`config.mk`:
```
export PLATFORM = sky130hd
export DESIGN_NAME = bus_stall_decoder
export DESIGN_NICKNAME = d
export VERILOG_FILES = /design/src/rtl/bsd_pkg.sv /design/src/rtl/bsd_rst_sync.sv /design/src/rtl/bsd_decode.sv /design/src/rtl/bsd_stall.sv /design/src/rtl/bus_stall_decoder.sv
export SDC_FILE = /design/constraint.sdc
export NUM_CORES = 1
export LEC_CHECK = 0
export CAP_MARGIN = 20
export CORE_MARGIN = 4
export CORE_UTILIZATION = 27
export DETAILED_ROUTE_END_ITERATION = 8
export GPL_TIMING_DRIVEN = 1
export PLACE_DENSITY_LB_ADDON = 0.08
export SLEW_MARGIN = 0
export SYNTH_ARGS = -nofsm -noshare
export SYNTH_HDL_FRONTEND = slang
export SYNTH_SLANG_ARGS = --single-unit
```
`constraint.sdc`:
```
create_clock -name clk_i -period 1.4 [get_ports clk_i]
set_input_delay 0.14 -clock clk_i [delete_from_list [all_inputs] [get_ports clk_i]]
set_output_delay 0.14 -clock clk_i [all_outputs]
set_load 0.02 [all_outputs]
```
`src/rtl/bsd_pkg.sv`:
```
package bsd_pkg;
  typedef enum logic [1:0] {
    ST_IDLE = 2'd0,
    ST_WAIT = 2'd1,
    ST_DONE = 2'd2
  } stall_st_e;

  localparam int unsigned ADDR_W   = 16;
  localparam int unsigned PAGES    = 2;
  localparam int unsigned SLOTS    = 8;
  localparam int unsigned IO_W     = PAGES * SLOTS;
  localparam int unsigned WS_SLOW  = 2;
  localparam int unsigned WS_MED   = 1;
  localparam int unsigned CNT_W    = $clog2(WS_SLOW + 1);
endpackage

```
`src/rtl/bsd_rst_sync.sv`:
```
module bsd_rst_sync #(
  parameter int unsigned STAGES = 2
) (
  input  logic clk_i,
  input  logic rst_ni,
  output logic rst_no
);
  logic [STAGES-1:0] sync_q;

  always_ff @(posedge clk_i or negedge rst_ni) begin
    if (!rst_ni) sync_q <= '0;
    else         sync_q <= {sync_q[STAGES-2:0], 1'b1};
  end

  assign rst_no = sync_q[STAGES-1];
endmodule

```
`src/rtl/bsd_decode.sv`:
```
module bsd_decode
  import bsd_pkg::*;
#(
  parameter logic [7:0] IO_PAGE   = 8'hFC,
  parameter logic [7:0] HOLE_LAST = 8'hFE
) (
  input  logic              clk_i,
  input  logic              rst_ni,
  input  logic              en_i,
  input  logic [ADDR_W-1:0] addr_i,
  input  logic              vld_i,
  input  logic              rom_32k_i,
  output logic              ram_cs_no,
  output logic              rom_cs_no,
  output logic [IO_W-1:0]   io_cs_no
);
  localparam int unsigned SLOT_W = $clog2(SLOTS);
  localparam int unsigned PG_LSB = ADDR_W - 8;

  logic [7:0]        page;
  logic [SLOT_W-1:0] slot;
  logic              live;
  logic              in_hole;
  logic              upper_q;
  logic              upper_h;

  assign page    = addr_i[ADDR_W-1:PG_LSB];
  assign slot    = addr_i[PG_LSB-1 -: SLOT_W];
  assign live    = en_i & vld_i;
  assign in_hole = (page >= IO_PAGE) && (page <= HOLE_LAST);
  assign upper_h = addr_i[ADDR_W-1];
  assign upper_q = &addr_i[ADDR_W-1:ADDR_W-2];

  always_comb begin
    if (rom_32k_i) begin
      ram_cs_no = ~(live & ~upper_h);
      rom_cs_no = ~(live & upper_h & ~in_hole);
    end else begin
      ram_cs_no = ~(live & ~upper_q);
      rom_cs_no = ~(live & upper_q & ~in_hole);
    end
  end

  for (genvar p = 0; p < PAGES; p++) begin : g_page
    localparam logic [7:0] PG = 8'(IO_PAGE + p);
    for (genvar s = 0; s < SLOTS; s++) begin : g_slot
      assign io_cs_no[p*SLOTS+s] = ~(live && page == PG && slot == SLOT_W'(s));
    end
  end

  p_single_sel_r3: assert property (@(posedge clk_i) disable iff (!rst_ni)
    $onehot0({~io_cs_no, ~ram_cs_no, ~rom_cs_no}));

  p_gap_quiet_r4: assert property (@(posedge clk_i) disable iff (!rst_ni)
    (page == HOLE_LAST || !vld_i) |-> (&io_cs_no && rom_cs_no));
endmodule

```
`src/rtl/bsd_stall.sv`:
```
module bsd_stall
  import bsd_pkg::*;
(
  input  logic             clk_i,
  input  logic             rst_ni,
  input  logic             bypass_i,
  input  logic             req_i,
  input  logic [CNT_W-1:0] need_i,
  output logic             rdy_o
);
  stall_st_e        st_q, st_d;
  logic [CNT_W-1:0] cnt_q, cnt_d;
  logic             cnt_en;

  always_comb begin
    st_d  = st_q;
    cnt_d = cnt_q;
    rdy_o = 1'b1;
    if (bypass_i) begin
      st_d = ST_IDLE;
    end else begin
      unique case (st_q)
        ST_IDLE: begin
          if (req_i && need_i != '0) begin
            rdy_o = 1'b0;
            cnt_d = need_i - 1'b1;
            st_d  = (need_i == CNT_W'(1)) ? ST_DONE : ST_WAIT;
          end
        end
        ST_WAIT: begin
          if (!req_i) begin
            st_d = ST_IDLE;
          end else begin
            rdy_o = 1'b0;
            cnt_d = cnt_q - 1'b1;
            if (cnt_q == CNT_W'(1)) st_d = ST_DONE;
          end
        end
        ST_DONE: st_d = ST_IDLE;
        default: st_d = ST_IDLE;
      endcase
    end
  end

  assign cnt_en = (st_d == ST_WAIT) || (st_d == ST_DONE);

  always_ff @(posedge clk_i or negedge rst_ni) begin
    if (!rst_ni) st_q <= ST_IDLE;
    else         st_q <= st_d;
  end

  always_ff @(posedge clk_i or negedge rst_ni) begin
    if (!rst_ni)     cnt_q <= '0;
    else if (cnt_en) cnt_q <= cnt_d;
  end

  logic [3:0] low_run_q;
  always_ff @(posedge clk_i or negedge rst_ni) begin
    if (!rst_ni)    low_run_q <= '0;
    else if (rdy_o) low_run_q <= '0;
    else            low_run_q <= low_run_q + 1'b1;
  end

  p_low_bound_r5: assert property (@(posedge clk_i) disable iff (!rst_ni)
    32'(low_run_q) <= WS_SLOW);

  p_release_once_r8: assert property (@(posedge clk_i) disable iff (!rst_ni)
    (st_q == ST_DONE) |-> rdy_o);

  p_abort_r9: assert property (@(posedge clk_i) disable iff (!rst_ni)
    (st_q == ST_WAIT && !req_i) |-> (rdy_o ##1 st_q == ST_IDLE));

  p_bypass_r10: assert property (@(posedge clk_i) disable iff (!rst_ni)
    bypass_i |-> rdy_o);
endmodule

```
`src/rtl/bus_stall_decoder.sv`:
```
module bus_stall_decoder
  import bsd_pkg::*;
(
  input  logic              clk_i,
  input  logic              rst_ni,
  input  logic [ADDR_W-1:0] addr_i,
  input  logic              addr_vld_i,
  input  logic              rom_32k_i,
  input  logic              fc_wait_i,
  input  logic              fd_wait_i,
  input  logic              nowait_i,
  output logic              ram_cs_no,
  output logic              rom_cs_no,
  output logic [IO_W-1:0]   io_cs_no,
  output logic              rdy_o
);
  logic             rst_n_int;
  logic             slow_hi_n;
  logic             slow_md_n;
  logic             slow_n;
  logic [CNT_W-1:0] need;

  bsd_rst_sync #(.STAGES(2)) u_rst (
    .clk_i  (clk_i),
    .rst_ni (rst_ni),
    .rst_no (rst_n_int)
  );

  bsd_decode u_dec (
    .clk_i     (clk_i),
    .rst_ni    (rst_n_int),
    .en_i      (rst_n_int),
    .addr_i    (addr_i),
    .vld_i     (addr_vld_i),
    .rom_32k_i (rom_32k_i),
    .ram_cs_no (ram_cs_no),
    .rom_cs_no (rom_cs_no),
    .io_cs_no  (io_cs_no)
  );

  // Merge the active-low selects of the slow slots: any low one stalls.
  assign slow_hi_n = &io_cs_no[SLOTS-1:0]    | ~fc_wait_i;
  assign slow_md_n = &io_cs_no[IO_W-1:SLOTS] | ~fd_wait_i;
  assign slow_n    = slow_hi_n & slow_md_n;
  assign need      = !slow_hi_n ? CNT_W'(WS_SLOW) :
                     !slow_md_n ? CNT_W'(WS_MED)  : '0;

  bsd_stall u_stall (
    .clk_i    (clk_i),
    .rst_ni   (rst_n_int),
    .bypass_i (nowait_i),
    .req_i    (~slow_n),
    .need_i   (need),
    .rdy_o    (rdy_o)
  );

  p_first_low_r7: assert property (@(posedge clk_i) disable iff (!rst_n_int)
    ($fell(slow_n) && !nowait_i && $past(rdy_o)) |-> !rdy_o);
endmodule

```
==> impl_metrics.ini, run 1 <==
[outcome]
status = finished, violations left
violations = setup timing

[route]
ant_nets = 0
wl_um = 1840
wire_per_inst_um = 12.96
drcViolationCount = 0
drtIter0Drc = 2
avgViaCountPerCell = 4.655
vias = 661
drtPass1Iterations = 3

[clock_network]
cts_buffer_depth = 2
cts_tree = done
clock-sinks = 6
clkLatencyLatePin_ns = 0.24
ctsHoldBuffers = 0
root_buffer = clkbuf_4
clk_pin_slew_ns = 0.05
h-tree-depth = 1
cts_buffers = 3

[setup_path]
crit_type = register to primary output
crit_fanout = 2
slowest_delay_ns = 0.54
critPathCaptureType = primary output
arrival_ns = 1.51
cpMaxStageDelayCell = or4_4
worst_setup_path_start_kind = register
cp.required_ns = 1.26
path_cells = nand4bb_4, or4_4, buf_6

[global_route]
grt_pass1_vias = 662
antenna_found_initial = 0
track_usage = 0.1494
grt_max_degree = 8
grt_pass1_wl_um = 3001
grt-ovfl-total = 0

[die]
die_x_um = 50.46
core-area_sq_um = 1708
start_util = 0.2850
die-area_sq_um = 2546
rows = 15
die-height_um = 50.46
top_level_ports = 42

[logic_synthesis]
mappedNetlistNets = 84
ys_top_cells_by_count = 15 x nand2_1, 6 x dfrtp_1, 5 x nand3_1
syn_inst = 60
ys.flop_type = dfrtp_1
syn_area_per_cell_sq_um = 8.112
synth-edff-count = 0
synth_seq_cells = 6
synth_top_cell_area_share = 0.3085
ys_types = 25
synth_warnings = 0
synth_most_common_cell = nand2_1
yosys-top-cells-area = dfrtp_1 31%, nand2_1 12%, mux2i_1 6.2%, nand2b_1 5.1%, nand3_1 5.1%
synth_top_area_cell = dfrtp_1
syn_area_sq_um = 486.7
yosysSeqAreaShare = 0.3085
async_flop_share = 1.000

[sta]
timing_max_transition_violations_final = 0
finalSetupTns_ns = -2.736
period_share = 1.180
fin_crit_ns = 1.652
setup_viol = 21
final.setup_skew_ns = 0.001343
hold_viol = 0
rsz0062_at_grt = true
fin_ws_ns = -0.2521
fmax_ghz = 0.6053

[place]
dp_cells = 134
portBuffers = 36
pre_cts_ws_ns = -0.7330
hpwl_um = 1360
gp_congestion = 0.7274

[finish]
instances_no_fill = 142
final_util = 0.7114
syn2layout_area_growth_pct = 149.6
layout.nets = 142
diodes = 0
drive_gt1_frac = 0.5983

[power_and_ir_drop]
power_density_nw_per_um2 = 412.6
irDropWorstVdd_mv = 0.4609
p_leak_nw = 0.5300
finalPower_uw = 501.3

[job]
maxCapViolations = 0

[worst_hold_path]
min_path_type = primary input to async pin
metrics by stage:
step	hold WS [ns]	area, sq um
2_1_floorplan	-0.1556	498.0
3_3_place_gp	0.2117	983.4
3_5_place_dp	0.2089	983.4
5_1_grt	0.04251	1215
4_1_cts	0.05632	1139
6_report	0.05802	1215
sequential cells by signal, indices dropped and copies added, names as in the netlist:
name           count
u_stall.st_q       2
u_stall.cnt_q      2
u_rst.sync_q       2
layer usage:
metal	part of all wire	up-vias	GRT usage
li1	-	331	-
met2	0.50	20	0.2478
met5	0	-	0
met4	0	0	0.04036
met3	0.079	0	0.04451
met1	0.42	310	0.1869
layout make-up:
cell class	instances	area, sq um
sequential	6	151.4
multi-input combinational	51	470.5
timing repair buffer	55	531.8
fill	133	493.0
inverter	1	3.754
tap	25	31.28
clock buffer	4	26.28
placed cells by master, fill, tap and decap left out, drive strengths merged, types with 2 or more instances in the layout:
| master | count |
|---|---|
| buf | 37 |
| nor2b | 3 |
| nor2 | 3 |
| clkdlybuf4s50 | 7 |
| mux2i | 3 |
| nand3 | 5 |
| nand3b | 2 |
| nor4 | 4 |
| clkbuf | 4 |
| nand2b | 4 |
| nand2 | 15 |
| dlygate4sd2 | 11 |
| dfrtp | 6 |
power by group:
group / total, mW / internal, mW / switching (mW) / leakage [nW]
clock: 0.170 / 0.108 / 0.0618 / 0.0150
combinational: 0.150 / 0.0795 / 0.0705 / 0.442
sequential: 0.182 / 0.179 / 0.00294 / 0.0731
worst paths after layout:
check	startpoint	endpoint	slack (ns)	cells after the start
min in group clk_i	u_rst.sync_q[0]	u_rst.sync_q[1]	0.35	0
min reg2reg	u_rst.sync_q[1]	u_stall.st_q[1]	0.29	2
min	rst_ni	u_rst.sync_q[0]	0.06	1
max reg2reg	u_stall.st_q[1]	u_stall.cnt_q[1]	-0.11	4
max	u_stall.st_q[1]	rdy_o	-0.25	3
max in group asynchronous	u_rst.sync_q[1]	u_stall.st_q[0]	1.00	2
timing repair:
action / 4_1_cts / 5_1_grt
pin swaps: 12 / 7
setup endpoints to repair: 23 / 23
resized for setup: 141 / 10
setup buffers: 2 / 3
kinds of logic (layout without fill, tap and decap cells):
logic type	count (synthesis)	after routing	share of synthesized area
simple gates	42	42	0.5013
flops	6	6	0.3085
mux	4	4	0.08483
compound gates	3	3	0.03856
buf+inv	3	60	0.03341
fa+ha+maj	1	1	0.02570
other cells	1	1	0.007705
critical path: cells and delay by family, from the launching register on:
| kind | cells | cell delay [ns] |
|---|---|---|
| and+or+nand+nor | 2 | 0.75 |
| DFF | 1 | 0.37 |
| buffers and inverters | 1 | 0.15 |
No activity file was read; power rests on OpenSTA's default activity.
==> inputs of run 2 (changes only) <==
--- a/config.mk
+++ b/config.mk
@@ -9,7 +9,7 @@
 export CORE_MARGIN = 4
 export CORE_UTILIZATION = 27
 export DETAILED_ROUTE_END_ITERATION = 8
-export GPL_TIMING_DRIVEN = 1
+export GPL_TIMING_DRIVEN = 0
 export PLACE_DENSITY_LB_ADDON = 0.08
 export SLEW_MARGIN = 0
 export SYNTH_ARGS = -nofsm -noshare
==> run 2 against run 1 <==
Net effect: cell count decreased by 2.1%; largest power group unchanged; the run still ends with setup timing left; design area decreased by 6.6%; setup slack worse by 0.086 ns; die area stayed put.
==> impl_metrics.ini, run 2 (synthesis gave the netlist of run 1 again) <==
[outcome]
status = finished, violations left
violations = setup timing

[finish]
final_util = 0.6645
syn2layout_area_growth_pct = 133.2
instances_no_fill = 139
reg_top3 = u_rst.sync_q (2), u_stall.cnt_q (2), u_stall.st_q (2)
diodes = 0
layout_common_cells = 18 x buf_6, 12 x buf_4, 9 x dlygate4sd2_1
design_area_sq_um = 1135
drive_gt1_frac = 0.5088
layout_commonest_cell = buf_6
layout.nets = 139

[place]
pre_cts_ws_ns = -0.9891
portBuffers = 35
gp_congestion = 0.6719
dp_cells = 120
dpl_cell_area_sq_um = 879.6
hpwl_um = 1214

[setup_path]
timing.rr.end = u_stall.cnt_q[1]
critPathCaptureType = primary output
cp.required_ns = 1.26
arrival_ns = 1.60
crit_fanout = 4
crit_type = register to primary output
r2r_cells = 6
worst_setup_path_start_kind = register
reg2reg_slack_ns = -0.29
reg2reg_from = u_rst.sync_q[1]

[die]
die_x_um = 50.46
core-area_sq_um = 1708
start_util = 0.2850
top_level_ports = 42
rows = 15
die-height_um = 50.46
die-area_sq_um = 2546

[clock_network]
clock-sinks = 6
h-tree-depth = 1
clkLatencyLatePin_ns = 0.24
root_buffer = clkbuf_4
cts_tree = done
clk_pin_slew_ns = 0.05
ctsHoldBuffers = 0
cts_buffer_depth = 2
cts_buffers = 3

[sta]
final.setup_skew_ns = 0.005295
finalSetupTns_ns = -4.607
rsz0062_at_grt = true
fmax_ghz = 0.5753
hold_ws_ns = 0.05436
timing_max_transition_violations_final = 0
fin_ws_ns = -0.3383
period_share = 1.242
hold_viol = 0
fin_crit_ns = 1.738
setup_viol = 21

[global_route]
grt_pass1_wl_um = 3036
grt_max_degree = 9
track_usage = 0.1572
grt_pass1_vias = 646
grt-ovfl-total = 0
antenna_found_initial = 0

[power_and_ir_drop]
p_sw_uw = 135.1
power_frac_seq = 0.373
irDropWorstVdd_mv = 0.4403
p_sw_frac = 0.2774
p_clk_frac = 0.358
power_density_nw_per_um2 = 429.1
p_leak_nw = 0.5142
p_int_uw = 351.9
combPwrFrac = 0.270
finalPower_uw = 487.0

[route]
wire_per_inst_um = 14.31
drcViolationCount = 0
drtPass1Iterations = 4
ant_nets = 0
drtIter0Drc = 5
vias = 651
avgViaCountPerCell = 4.683
wl_um = 1989

[worst_hold_path]
min_path_type = primary input to async pin

[job]
maxCapViolations = 0
## run 2: cell count changes in the layout (fill, tap and decap cells not counted), moves of 3 or more
cell / delta
buf_2: +3
buf_4: -4
nand2_1: +6
nand2_2: -7
nand3_1: +3
nand3_2: -3
## run 2: how the worst max path moves through the flow
stage / endpoint / from / depth (start not counted) / slack, ns
2_1_floorplan: u_stall.cnt_q[1] / u_rst.sync_q[1] / 4 / -0.01
3_3_place_gp: io_cs_no[5] / addr_i[13] / 5 / -1.00
3_5_place_dp: io_cs_no[5] / addr_i[13] / 5 / -0.99
4_1_cts: io_cs_no[13] / u_rst.sync_q[1] / 6 / -0.36
5_1_grt: rdy_o / u_rst.sync_q[1] / 4 / -0.38
6_report: rdy_o / u_rst.sync_q[1] / 4 / -0.34
## run 2: power by group through the flow
stage	combinational, mW	clock, mW	sequential (mW)
floorplan	0.0366	0	0.185
global placement	0.101	0	0.187
detailed placement	0.101	0	0.187
CTS	0.122	0.181	0.181
global route	0.141	0.190	0.182
finish	0.131	0.174	0.182
## run 2: final cells by class
| class | count | area [sq um] |
|---|---|---|
| sequential | 6 | 151.4 |
| fill | 141 | 573.1 |
| multi-input combinational | 51 | 429.2 |
| tap | 25 | 31.28 |
| timing repair buffer | 51 | 485.5 |
| clock buffer | 4 | 26.28 |
| inverter | 1 | 3.754 |
| buffer | 1 | 7.507 |
## run 2: routing by layer
| layer | GRT usage | up-vias | routed length, um |
|---|---|---|---|
| met2 | 0.2543 | 22 | 995 |
| met5 | 0 | - | 0 |
| met1 | 0.1931 | 305 | 839 |
| met4 | 0.06726 | 0 | 35 |
| li1 | - | 320 | - |
| met3 | 0.04451 | 4 | 118 |
## run 2: repair_timing
item / CTS / global route
pin swaps: 11 / 6
setup buffers: 13 / 3
resized for setup: 118 / 17
endpoints found under the setup margin: 22 / 23
## run 2: worst max-delay path: stages, from the launching register on
cell      delay [ns]
dfrtp_2         0.39
nand3b_4        0.12
buf_12          0.16
or4_4           0.53
buf_6           0.15
==> inputs of run 3 (changes only) <==
--- a/config.mk
+++ b/config.mk
@@ -11,6 +11,7 @@
 export DETAILED_ROUTE_END_ITERATION = 8
 export GPL_TIMING_DRIVEN = 0
 export PLACE_DENSITY_LB_ADDON = 0.08
+export SKIP_CTS_REPAIR_TIMING = 1
 export SLEW_MARGIN = 0
 export SYNTH_ARGS = -nofsm -noshare
 export SYNTH_HDL_FRONTEND = slang
==> run 3 against run 2 <==
Net effect: the run still ends with setup timing left; cell count up 1.4%; sequential power about the same; routed wire length down 6.8%; non-clock buffer count up 2; total power up 0.51%; worst hold slack worse by 0.0016 ns; design area up 3.3%; flip-flop and latch count unchanged; register-to-register slack better by 0.02 ns; via count down 0.46%; clock power about the same; global-route usage down 3.3 points; critical endpoint is now io_cs_no[5]; largest cell class unchanged.
==> impl_metrics.ini, run 3 (synthesis gave the netlist of run 1 again) <==
[setup_path]
critPathCaptureType = primary output
crit_type = register to primary output
reg2reg_slack_ns = -0.27
cp.required_ns = 1.26
crit_fanout = 6
worst_setup_path_start_kind = register
arrival_ns = 1.66

[power_and_ir_drop]
p_sw_uw = 134.3
irDropWorstVdd_mv = 0.4384
p_int_uw = 355.1
p_clk_frac = 0.362
combPwrFrac = 0.266
finalPower_uw = 489.4
p_sw_frac = 0.2744
power_frac_seq = 0.372
p_leak_nw = 0.5743
power_density_nw_per_um2 = 417.5

[global_route]
grt-ovfl-total = 0
grt_pass1_vias = 545
grt_pass1_wl_um = 2428
antenna_found_initial = 0
grt_max_degree = 9
track_usage = 0.1244

[outcome]
status = finished, violations left
violations = setup timing

[finish]
design_area_sq_um = 1172
syn2layout_area_growth_pct = 140.9
diodes = 0
drive_gt1_frac = 0.5086
fillers = 139
reg_top3 = u_rst.sync_q (2), u_stall.cnt_q (2), u_stall.st_q (2)
final_util = 0.6864
layout_commonest_cell = buf_6
instances_no_fill = 141
layout.nets = 141
layout_common_cells = 19 x buf_6, 15 x buf_4, 9 x clkdlybuf4s50_1, 8 x dlymetal6s2s_1

[sta]
setup_viol = 22
timing_max_transition_violations_final = 0
period_share = 1.286
fmax_ghz = 0.5554
rsz0062_at_grt = true
hold_ws_ns = 0.05275
fin_ws_ns = -0.4005
hold_viol = 0
fin_crit_ns = 1.800
final.setup_skew_ns = 0.003135

[route]
wire_per_inst_um = 13.15
vias = 648
ant_nets = 0
drtPass1Iterations = 3
wl_um = 1854
drtIter0Drc = 5
drcViolationCount = 0
avgViaCountPerCell = 4.596

[die]
rows = 15
die-height_um = 50.46
core-area_sq_um = 1708
die-area_sq_um = 2546
start_util = 0.2850
top_level_ports = 42
die_x_um = 50.46

[place]
gp_congestion = 0.6719
dp_cells = 120
portBuffers = 35
dpl_cell_area_sq_um = 879.6
hpwl_um = 1214

[job]
maxCapViolations = 0

[clock_network]
cts_buffers = 3
cts_tree = done
clk_pin_slew_ns = 0.05
cts_buffer_depth = 2
root_buffer = clkbuf_4
clock-sinks = 6
h-tree-depth = 1
clkLatencyLatePin_ns = 0.24

[worst_hold_path]
min_path_type = primary input to async pin
-- run 3: cell count changes in the layout (fill, tap and decap cells not counted), moves of 2 or more --
| cell | before | now |
|---|---|---|
| buf_4 | 12 | 15 |
| clkdlybuf4s50_1 | 7 | 9 |
| dlymetal6s2s_1 | 0 | 8 |
| dlygate4sd2_1 | 9 | 0 |
-- run 3: power groups by stage --
stage	Combinational [mW]	Clock, mW	Sequential, mW
floorplan	0.0366	0	0.185
global placement	0.101	0	0.187
detailed placement	0.101	0	0.187
CTS	0.102	0.181	0.184
global route	0.140	0.190	0.183
finish	0.130	0.177	0.182
-- run 3: worst max-delay path, cell delays in order (launching register included) --
cell	delay, ns
dfrtp_2	0.42
nand3b_4	0.17
nor4b_4	0.34
buf_4	0.18
buf_6	0.09
nand3_2	0.07
buf_6	0.15
-- run 3: area by class of cell --
cell class	instances	area [sq um]	share of cell area
sequential	6	151.4	0.1291
timing repair buffer	53	524.3	0.4472
clock buffer	4	26.28	0.02241
tap	25	31.28	0.02668
multi-input combinational	51	427.9	0.3650
inverter	1	3.754	0.003202
buffer	1	7.507	0.006403
-- run 3: path summary, 6_finish.rpt --
kind | end | cells past startpoint | startpoint
setup / recovery | io_cs_no[5] | 6 | u_rst.sync_q[1]
hold / removal | u_rst.sync_q[0] | 1 | rst_ni
setup reg to reg | u_stall.cnt_q[1] | 5 | u_stall.st_q[1]
hold reg to reg | u_stall.cnt_q[0] | 0 | u_rst.sync_q[1]
max in group asynchronous | u_stall.st_q[0] | 1 | u_rst.sync_q[1]
min in group clk_i | u_stall.cnt_q[0] | 3 | addr_i[8]
-- run 3: stage by stage --
step | worst slack, ns | TNS (ns)
6_report | -0.4005 | -4.641
2_1_floorplan | -0.01410 | -0.02361
4_1_cts | -0.9980 | -16.18
3_5_place_dp | -0.9891 | -17.11
5_1_grt | -0.4807 | -6.195
3_3_place_gp | -1.001 | -17.00
-- run 3: routing by layer --
metal	GRT usage	part of all wire	vias up
li1	-	-	324
met1	0.1516	0.41	304
met2	0.1891	0.51	18
met3	0.04451	0.073	2
met4	0.06726	0.0070	0
met5	0	0	-
